**src/rtl/lcdr_pkg.sv**
```systemverilog
package lcdr_pkg;
    localparam int WA = 10;
    localparam int DW = 32;

    localparam int CB_EN      = 0;
    localparam int CB_MODE_LO = 1;
    localparam int CB_BE_BYTE = 9;
    localparam int CB_BE_PIX  = 10;
    localparam int CB_PWR     = 11;

    localparam int PPL_LO     = 2;
    localparam int PPL_HI     = 7;
    localparam int PPL_W      = PPL_HI - PPL_LO + 1;
    localparam int LPP_W      = 10;
    localparam int PPL_SHIFT  = 4;
    localparam int GEOM_W     = 11;

    localparam int                REG_WORDS = 13;
    localparam int                PAL_IDX_W = 7;
    localparam logic [WA-1:0]     PAL_FIRST = 10'h080;
    localparam logic [WA-1:0]     PAL_LAST  = 10'h0FF;
    localparam logic [WA-1:0]     ID_FIRST  = 10'h3F8;

    typedef enum logic [2:0] {
        MODE_1B  = 3'd0,
        MODE_2B  = 3'd1,
        MODE_4B  = 3'd2,
        MODE_8B  = 3'd3,
        MODE_16B = 3'd4,
        MODE_32B = 3'd5,
        MODE_R6  = 3'd6,
        MODE_R7  = 3'd7
    } pix_mode_e;

    typedef enum logic [1:0] {
        ORD_LE      = 2'd0,
        ORD_BE_BYTE = 2'd1,
        ORD_BE_PIX  = 2'd2
    } pix_order_e;

    typedef enum logic [3:0] {
        RG_NONE, RG_TIM, RG_UBASE, RG_LBASE, RG_MASK, RG_CTRL,
        RG_RAW, RG_MSTAT, RG_CLR, RG_UCUR, RG_LCUR, RG_PAL, RG_ID
    } region_e;

    typedef struct packed {
        region_e               kind;
        logic [1:0]            tim_sel;
        logic [PAL_IDX_W-1:0]  pal_idx;
        logic [2:0]            id_idx;
    } decode_t;

    function automatic logic [7:0] id_byte(input logic [2:0] idx);
        case (idx)
            3'd0:    id_byte = 8'h10;
            3'd1:    id_byte = 8'h11;
            3'd2:    id_byte = 8'h04;
            3'd3:    id_byte = 8'h00;
            3'd4:    id_byte = 8'h0D;
            3'd5:    id_byte = 8'hF0;
            3'd6:    id_byte = 8'h05;
            default: id_byte = 8'hB1;
        endcase
    endfunction
endpackage

```
**src/rtl/lcdr_decode.sv**
```systemverilog
module lcdr_decode
    import lcdr_pkg::*;
(
    input  logic [WA-1:0] waddr,
    output decode_t       dec
);
    always_comb begin
        dec = '{kind: RG_NONE, tim_sel: 2'd0, pal_idx: '0, id_idx: 3'd0};
        if (waddr < WA'(REG_WORDS)) begin
            case (waddr[3:0])
                4'd0, 4'd1, 4'd2, 4'd3: begin
                    dec.kind    = RG_TIM;
                    dec.tim_sel = waddr[1:0];
                end
                4'd4:    dec.kind = RG_UBASE;
                4'd5:    dec.kind = RG_LBASE;
                4'd6:    dec.kind = RG_MASK;
                4'd7:    dec.kind = RG_CTRL;
                4'd8:    dec.kind = RG_RAW;
                4'd9:    dec.kind = RG_MSTAT;
                4'd10:   dec.kind = RG_CLR;
                4'd11:   dec.kind = RG_UCUR;
                4'd12:   dec.kind = RG_LCUR;
                default: dec.kind = RG_NONE;
            endcase
        end else if (waddr >= PAL_FIRST && waddr <= PAL_LAST) begin
            dec.kind    = RG_PAL;
            dec.pal_idx = waddr[PAL_IDX_W-1:0];
        end else if (waddr >= ID_FIRST) begin
            dec.kind   = RG_ID;
            dec.id_idx = waddr[2:0];
        end
    end
endmodule

```
**src/rtl/lcdr_regs.sv**
```systemverilog
module lcdr_regs
    import lcdr_pkg::*;
#(
    parameter int IRQ_W = 5
) (
    input  logic             clk,
    input  logic             rst,
    input  logic             wr_en,
    input  decode_t          dec,
    input  logic [DW-1:0]    wdata,
    input  logic [IRQ_W-1:0] evt,
    output logic [DW-1:0]    tim_q [4],
    output logic [DW-1:0]    ubase_q,
    output logic [DW-1:0]    lbase_q,
    output logic [DW-1:0]    ctrl_q,
    output logic [IRQ_W-1:0] mask_q,
    output logic [IRQ_W-1:0] raw_q
);
    logic [IRQ_W-1:0] clr_bits;

    assign clr_bits = (wr_en && dec.kind == RG_CLR) ? wdata[IRQ_W-1:0] : '0;

    always_ff @(posedge clk) begin
        if (rst) begin
            for (int i = 0; i < 4; i++) tim_q[i] <= '0;
            ubase_q <= '0;
            lbase_q <= '0;
            ctrl_q  <= '0;
            mask_q  <= '0;
        end else if (wr_en) begin
            case (dec.kind)
                RG_TIM:   tim_q[dec.tim_sel] <= wdata;
                RG_UBASE: ubase_q <= wdata;
                RG_LBASE: lbase_q <= wdata;
                RG_CTRL:  ctrl_q  <= wdata;
                RG_MASK:  mask_q  <= wdata[IRQ_W-1:0];
                default:  ;
            endcase
        end
    end

    // events win over a same-cycle clear
    always_ff @(posedge clk) begin
        if (rst) raw_q <= '0;
        else     raw_q <= (raw_q & ~clr_bits) | evt;
    end
endmodule

```
**src/rtl/lcdr_geom.sv**
```systemverilog
module lcdr_geom
    import lcdr_pkg::*;
(
    input  logic [PPL_W-1:0]  ppl_fld,
    input  logic [LPP_W-1:0]  lpp_fld,
    input  logic              en_bit,
    input  logic              pwr_bit,
    input  logic [2:0]        mode_fld,
    input  logic              be_byte_bit,
    input  logic              be_pix_bit,
    output logic [GEOM_W-1:0] width_px,
    output logic [GEOM_W-1:0] height_ln,
    output pix_mode_e         mode,
    output pix_order_e        order,
    output logic              active
);
    localparam int UNITS_W = GEOM_W - PPL_SHIFT;

    logic [UNITS_W-1:0] units;

    assign units     = UNITS_W'(ppl_fld) + UNITS_W'(1);
    assign width_px  = {units, {PPL_SHIFT{1'b0}}};
    assign height_ln = GEOM_W'(lpp_fld) + GEOM_W'(1);
    assign active    = en_bit & pwr_bit;
    assign mode      = pix_mode_e'(mode_fld);

    always_comb begin
        if (be_byte_bit)     order = ORD_BE_BYTE;
        else if (be_pix_bit) order = ORD_BE_PIX;
        else                 order = ORD_LE;
    end
endmodule

```
**src/rtl/lcd_reg_if.sv**
```systemverilog
module lcd_reg_if
    import lcdr_pkg::*;
#(
    parameter int IRQ_W = 5
) (
    input  logic              clk,
    input  logic              rst,
    input  logic              bus_sel,
    input  logic              bus_wr,
    input  logic [WA-1:0]     bus_addr,
    input  logic [DW-1:0]     bus_wdata,
    output logic [DW-1:0]     bus_rdata,
    output logic              bus_err,
    input  logic [IRQ_W-1:0]  evt_in,
    output logic              pal_sel,
    output logic              pal_wr,
    output logic [PAL_IDX_W-1:0] pal_idx,
    output logic [DW-1:0]     pal_wdata,
    input  logic [DW-1:0]     pal_rdata,
    output logic [GEOM_W-1:0] pix_w,
    output logic [GEOM_W-1:0] pix_h,
    output logic [2:0]        pix_mode,
    output logic [1:0]        pix_order,
    output logic              disp_on
);
    decode_t          dec;
    logic             wr_en;
    logic [DW-1:0]    tim_q [4];
    logic [DW-1:0]    ubase_q, lbase_q, ctrl_q;
    logic [IRQ_W-1:0] mask_q, raw_q;
    pix_mode_e        mode_w;
    pix_order_e       order_w;

    assign wr_en = bus_sel & bus_wr;

    lcdr_decode u_dec (
        .waddr (bus_addr),
        .dec   (dec)
    );

    lcdr_regs #(.IRQ_W(IRQ_W)) u_regs (
        .clk     (clk),
        .rst     (rst),
        .wr_en   (wr_en),
        .dec     (dec),
        .wdata   (bus_wdata),
        .evt     (evt_in),
        .tim_q   (tim_q),
        .ubase_q (ubase_q),
        .lbase_q (lbase_q),
        .ctrl_q  (ctrl_q),
        .mask_q  (mask_q),
        .raw_q   (raw_q)
    );

    lcdr_geom u_geom (
        .ppl_fld     (tim_q[0][PPL_HI:PPL_LO]),
        .lpp_fld     (tim_q[1][LPP_W-1:0]),
        .en_bit      (ctrl_q[CB_EN]),
        .pwr_bit     (ctrl_q[CB_PWR]),
        .mode_fld    (ctrl_q[CB_MODE_LO+2:CB_MODE_LO]),
        .be_byte_bit (ctrl_q[CB_BE_BYTE]),
        .be_pix_bit  (ctrl_q[CB_BE_PIX]),
        .width_px    (pix_w),
        .height_ln   (pix_h),
        .mode        (mode_w),
        .order       (order_w),
        .active      (disp_on)
    );

    assign pix_mode  = mode_w;
    assign pix_order = order_w;

    assign pal_sel   = bus_sel && dec.kind == RG_PAL;
    assign pal_wr    = pal_sel & bus_wr;
    assign pal_idx   = dec.pal_idx;
    assign pal_wdata = bus_wdata;

    always_comb begin
        case (dec.kind)
            RG_TIM:   bus_rdata = tim_q[dec.tim_sel];
            RG_UBASE,
            RG_UCUR:  bus_rdata = ubase_q;
            RG_LBASE,
            RG_LCUR:  bus_rdata = lbase_q;
            RG_CTRL:  bus_rdata = ctrl_q;
            RG_MASK:  bus_rdata = DW'(mask_q);
            RG_RAW:   bus_rdata = DW'(raw_q);
            RG_MSTAT: bus_rdata = DW'(raw_q & mask_q);
            RG_PAL:   bus_rdata = pal_rdata;
            RG_ID:    bus_rdata = DW'(id_byte(dec.id_idx));
            default:  bus_rdata = '0;
        endcase
    end

    always_ff @(posedge clk) begin
        if (rst) bus_err <= 1'b0;
        else     bus_err <= bus_sel && dec.kind == RG_NONE;
    end

    // a written-one clear leaves the bit zero unless an event set it
    a_r8_clear_works: assert property (@(posedge clk) disable iff (rst)
        (wr_en && dec.kind == RG_CLR)
        |=> ((raw_q & $past(bus_wdata[IRQ_W-1:0] & ~evt_in)) == '0));

    // without a clear, set bits stay set
    a_r8_sticky: assert property (@(posedge clk) disable iff (rst)
        !(wr_en && dec.kind == RG_CLR)
        |=> ((raw_q & $past(raw_q)) == $past(raw_q)));

    // an unmapped access is flagged on the next cycle
    a_r12_err_follows: assert property (@(posedge clk) disable iff (rst)
        (bus_sel && !bus_addr[9] && bus_addr[8:7] == 2'b00 && bus_addr >= WA'(REG_WORDS))
        |=> bus_err);

    // an unmapped write leaves control and mask unchanged
    a_r12_no_effect: assert property (@(posedge clk) disable iff (rst)
        (wr_en && dec.kind == RG_NONE) |=> ($stable(ctrl_q) && $stable(mask_q)));

    // control holds without a write to it
    a_r2_ctrl_hold: assert property (@(posedge clk) disable iff (rst)
        !(wr_en && dec.kind == RG_CTRL) |=> $stable(ctrl_q));

    // palette strobe only inside its window
    a_r11_pal_window: assert property (@(posedge clk) disable iff (rst)
        pal_sel |-> (bus_sel && bus_addr[9:7] == 3'b001));

    // width is a nonzero multiple of 16
    a_r3_width_scale: assert property (@(posedge clk) disable iff (rst)
        (pix_w[3:0] == 4'd0) && (pix_w != '0));
endmodule

```
**config.mk**
```make
export PLATFORM = sky130hd
export DESIGN_NAME = lcd_reg_if
export DESIGN_NICKNAME = d
export VERILOG_FILES = /design/src/rtl/lcdr_pkg.sv /design/src/rtl/lcdr_decode.sv /design/src/rtl/lcdr_regs.sv /design/src/rtl/lcdr_geom.sv /design/src/rtl/lcd_reg_if.sv
export SDC_FILE = /design/constraint.sdc
export NUM_CORES = 1
export LEC_CHECK = 0
export BUFFER_PORTS_ARGS = -buffer_cell sky130_fd_sc_hd__clkbuf_2
export CORE_AREA = 2 2 166 168
export CTS_CLUSTER_SIZE = 12
export DETAILED_ROUTE_END_ITERATION = 10
export DIE_AREA = 0 0 168 170
export GPL_ROUTABILITY_DRIVEN = 0
export PLACE_DENSITY_LB_ADDON = 0.15
export SLEW_MARGIN = 10
export SYNTH_ARGS = -nofsm -noshare
export SYNTH_HDL_FRONTEND = slang
export SYNTH_HIERARCHICAL = 1
export SYNTH_SLANG_ARGS = --single-unit
```
**constraint.sdc**
```tcl
create_clock -name clk -period 2.1 [get_ports clk]
set_input_delay 0 -clock clk [delete_from_list [all_inputs] [get_ports clk]]
set_output_delay 0 -clock clk [all_outputs]
set_load 0.01 [all_outputs]
```
## Yosys cells after proc, flatten, opt, wreduce, memory -nomap -nowiden

Cells that the tools add are included.
Widths: inputs -> output; s select.

| word-level totals | value |
|---|---|
| latch bits | 0 |
| memories | 0 |
| bits of input ports | 83 |
| bits in writable memories | 0 |
| output and inout bits | 102 |
| word-level logic and storage cells | 93 |
| flip-flop bits (word level) | 235 |
| memory bits (read-only) | 0 |

| operators by class | value |
|---|---|
| multiplexer cells | 21 |
| div/mod/pow operators | 0 |
| add/sub/neg operators | 2 |
| eq/ne operators | 30 |
| multiply operators | 0 |
| shift operators | 0 |
| magnitude comparators | 6 |
| reductions and logical operators | 16 |
| bitwise gates (word level) | 8 |

Operators with widths:

| cell | number |
|---|---|
| $pmux 32 s9 | 1 |
| $bwmux 128 | 1 |
| $mux 32 | 3 |
| $bmux 32 s2 | 1 |
| $demux 32 s2 | 1 |
| $pmux 8 s7 | 1 |
| $eq 4x4->1 const B | 10 |
| $pmux 4 s10 | 1 |
| $eq 4x3->1 const B | 8 |
| $eq 4x2->1 const B | 4 |
| $mux 4 | 3 |
| $add 10x1->11 const B | 1 |
| $and 5x5->5 | 2 |
| $ge 10x10->1 const B | 1 |
| $ge 10x8->1 const B | 1 |
| $le 10x8->1 const B | 1 |
| $lt 10x4->1 const B | 1 |
| $mux 10 | 1 |
| $reduce_and 2->1 | 5 |
| $eq 3x3->1 const B | 3 |
| $eq 4x1->1 const B | 2 |
| $logic_not 4->1 | 2 |
| $mux 2 | 4 |
| $add 6x1->7 const B | 1 |
| other kinds (15) | 24 |

## Longest topological paths before layout

| depth | value |
|---|---|
| depth in word-level cells | 10 |
| depth in mapped cells | 10 |
| depth with buffers taken out | 7 |

## By module

Netlist, hierarchy kept.

Modules (own cells, without submodules):

| module | area each (µm²) | times used | cells an instance | sequential area each (µm²) |
|---|---|---|---|---|
| lcdr_regs | 9088.7 | 1 | 819 | 4684.5 |
| lcd_reg_if | 2202.1 | 1 | 267 | 20.0 |
| lcdr_geom | 315.3 | 1 | 44 | 0.0 |
| lcdr_decode | 229.0 | 1 | 34 | 0.0 |

## Least setup slack after synthesis

No wires, ideal clock.

| timing path | value |
|---|---|
| path type | input-to-output |
| start point | input bus_addr[5] |
| end point | output bus_rdata[2] |
| path buffers | 2 |
| path slack | -179 ps |
| arrival time | 2279 ps |
| cell stages on the path | 8 |
| data required time | 2100 ps |
| cells stage by stage | or4_4 nor3_4 and3_1 clkbuf_1 buf_4 mux4_2 a22oi_1 nand4_1 |

RTL lines:

| element | line | source |
|---|---|---|
| start, declared | lcd_reg_if.sv:10 | `input logic [WA-1:0] bus_addr,` |
| end, declared | lcd_reg_if.sv:12 | `output logic [DW-1:0] bus_rdata,` |

==> flow_metrics.tcl <==
set metrics [dict create \
    synthArstFlopShare_pct 0 \
    hold_ws_ps 190 \
    hold_class "in2reg" \
    p_leak_uw 0.00716 \
    die_area_um2 28600 \
    tns_ps -7450 \
    yosysSeqAreaShare_pct 39.8 \
    ir_worst_vdd_v 0.000465 \
    critPathMaxFanout 19 \
    place_hpwl_mm 21.6 \
    ys_ff_latch 235 \
    power.internal_uw 7450 \
    required_ps 2100 \
    grt_start_max_net_pins 96 \
    stdcell_area_um2 14900 \
    r2r_cells 2 \
    viasPerCell 5.35 \
    grt_pass1_vias 9341 \
    grt_use_total_pct 22.8 \
    synth_area_leader_cell "dfxtp_1" \
    final_antenna_net_count 0 \
    timing.final.ws_setup_ps -309 \
    totalWireLength_mm 33.4 \
    synthesis.area_um2 11800 \
    ys_top_cells_by_area "dfxtp_1, mux2i_1, nand2b_1, mux4_2, buf_4" \
    syn_to_final_growth_pct 26.2 \
    core-area_um2 26700 \
    critPathCaptureType "output pin" \
    ctsHtreeMaxLevel 1 \
    final_cell_count_no_fill 1752 \
    r2r_end "u_regs/tim_q[98]" \
    finalHoldViolations 0 \
    grt_pass1_wl_mm 51.9 \
    post-route-drc-count 0 \
    period_share_pct 115 \
    start_util_pct 44.4 \
    placed_cells 1658 \
    powerDensity_nw_per_um2 646 \
    worstSetupPathType "in2out" \
    insertion_delay_ps 520 \
    drt-initial-drc-count 698 \
    period_minus_slack_ps 2410 \
    whs_path_depth 6 \
    min_from "bus_wr" \
    arrival_ps 2410 \
    seq_power_share_pct 46.6 \
    placement.io_buffers 180 \
    die_y_um 170 \
    vias 9380 \
    cts_tree "done" \
    n_antenna_cell 0 \
    reg2reg_slack_ps 1310 \
    row_count 60 \
    pwr-share-comb_pct 7.6 \
    regToRegStartpoint "u_regs/tim_q[98]" \
    wire_per_inst_um 19.0 \
    cp-start-kind "input pin" \
    synth_edf_count 0 \
    io_pins 185 \
    switching_share_pct 22.8 \
    drive_gt1_share_pct 27.8 \
    cts_buffer_depth 3 \
    status "finished with violations" \
    p_clk_share_pct 45.8 \
    synth_cell_types 59 \
    ctsRootBufferMaster "clkbuf_16" \
    power.switching_uw 2200 \
    syn-mean-instance-area_um2 10.2 \
    cts_inserted_buffers 26 \
    cts_sinks 235 \
    slew_violations 0 \
    syn_inst 1164 \
    fmax_mhz 415 \
    clk_pin_slew_ps 60 \
    finClkSkew_ps 0 \
    dr.pass1.iters 6 \
    grt_setup_unrepaired "yes" \
    synth_warnings 6 \
    place_area_um2 13500 \
    synth_top_area_share_pct 39.8 \
    whs_endpoint "u_regs/raw_q[0]" \
    fp.dieW_um 168 \
    synth_top_flop_cell "dfxtp_1" \
    nets 1479 \
    globalRouteOverflowTotal 0 \
    setup_viol 32 \
    utilization_pct 56.0 \
    antenna_found_initial 0 \
    violations "setup timing" \
    drv_cap 0 \
]
==> synth_stat cells, types with 2 or more instances <==
| master | number |
|---|---|
| a211o_1 | 2 |
| and4b_1 | 2 |
| nor2_1 | 15 |
| mux2i_1 | 232 |
| o21ai_0 | 11 |
| nand2_1 | 64 |
| a32oi_1 | 3 |
| a22oi_1 | 5 |
| nand3b_1 | 5 |
| and3_2 | 2 |
| mux4_2 | 32 |
| a21o_2 | 2 |
| buf_1 | 4 |
| inv_1 | 11 |
| nor2b_1 | 4 |
| nand2b_1 | 264 |
| nand4_1 | 6 |
| and3_1 | 13 |
| and2_1 | 8 |
| xor2_1 | 2 |
| xnor2_1 | 12 |
| a222oi_1 | 29 |
| ha_1 | 2 |
| dfxtp_1 | 235 |
| nand3_1 | 43 |
| clkbuf_1 | 48 |
| a21oi_1 | 5 |
| buf_6 | 3 |
| buf_4 | 47 |
| a21boi_0 | 2 |
| buf_2 | 23 |
==> placed cells by master (no fill, tap or decap), types with 4 or more instances in the layout <==
cell type	count
buf_4	74
buf_12	25
inv_1	11
dlygate4sd3_1	39
nor2b_1	4
mux4_2	32
xnor2_1	11
clkinv_2	4
a222oi_1	29
nand3b_1	5
nand4_1	6
buf_6	6
nand2_1	62
clkbuf_8	4
clkbuf_2	175
clkbuf_16	28
nand3_2	5
o21ai_0	11
nand3_1	39
mux2i_1	232
nand2b_1	264
and3_1	10
clkbuf_1	7
nor2_1	15
and2_1	8
a21oi_1	5
dfxtp_1	235
conb_1	4
==> final cells by class <==
class | count | area (um2)
fillers | 2383 | 11700
multi-input cells | 797 | 6510
flip-flops and latches | 235 | 4700
repair buffers | 323 | 2430
clock buffers | 38 | 757
well taps | 341 | 427
clock inverters | 7 | 65.1
inverters | 11 | 41.3
==> worst max path at each step <==
stage	from	to	slack [ps]	depth (start not counted)
floorplan	bus_addr[7]	bus_rdata[1]	-4	10
global placement	bus_addr[7]	bus_rdata[5]	-350	10
detailed placement	bus_addr[7]	bus_rdata[5]	-360	10
CTS	bus_addr[7]	bus_rdata[28]	-260	9
global route	bus_addr[7]	bus_rdata[21]	-400	11
finish	bus_addr[7]	bus_rdata[16]	-310	11
==> power groups by stage <==
stage	combinational (uW)	sequential [uW]	clock, uW
after floorplan	381	4590	0
after global placement	652	4590	0
after detailed placement	653	4600	0
after CTS	717	4500	4500
after global routing	783	4500	4670
final	731	4500	4410
==> what timing repair did <==
action | 4_1_cts | 5_1_grt
pin swaps | 7 | 12
buffers inserted | 4 | 5
resized for setup | 10 | 21
endpoints found under the hold margin | 192 | 0
setup endpoints to repair | 34 | 34
gates cloned | 1 | 2
hold buffers | 39 | 0
==> metal layers <==
metal | vias to the layer above | global-route usage (%) | routed length, um
li1 | 4490 | - | -
met1 | 4599 | 31.0 | 15400
met2 | 247 | 39.0 | 15700
met3 | 44 | 2.79 | 1590
met4 | 0 | 4.80 | 634
met5 | - | 0 | 0
==> flip-flops by register name, summed over array words and instances, names as in the netlist <==
register	count
u_regs/ctrl_q	32
u_regs/ubase_q	32
bus_err	1
u_regs/mask_q	5
u_regs/tim_q	128
u_regs/raw_q	5
u_regs/lbase_q	32
==> kinds of logic (layout without fill, tap and decap cells) <==
group / after synthesis / after routing / synth area share (%)
simple gates: 445 / 446 / 22.3
mux: 265 / 265 / 25.8
flops: 235 / 235 / 39.8
buf+inv: 136 / 379 / 6.24
compound gates: 65 / 65 / 4.56
xor+xnor: 14 / 14 / 1.04
fa+ha+maj: 3 / 3 / 0.296
other cells: 1 / 4 / 0.0317
==> per-stage QoR <==
step | worst slack [ps] | power (uW)
6_report | -309 | 9640
5_1_grt | -399 | 9950
4_1_cts | -256 | 9710
3_5_place_dp | -358 | 5250
3_3_place_gp | -350 | 5250
2_1_floorplan | -3.91 | 4970
==> worst max-delay path, cell delays in order <==
cell      delay (ps)
buf_6             90
or4_4            540
nor3_4           240
a311o_2          340
xnor2_2          150
nor3_4            60
buf_12           140
buf_12           160
a222oi_1         360
nand3_1          150
clkbuf_2         160
(Power assumes the default switching activity.)
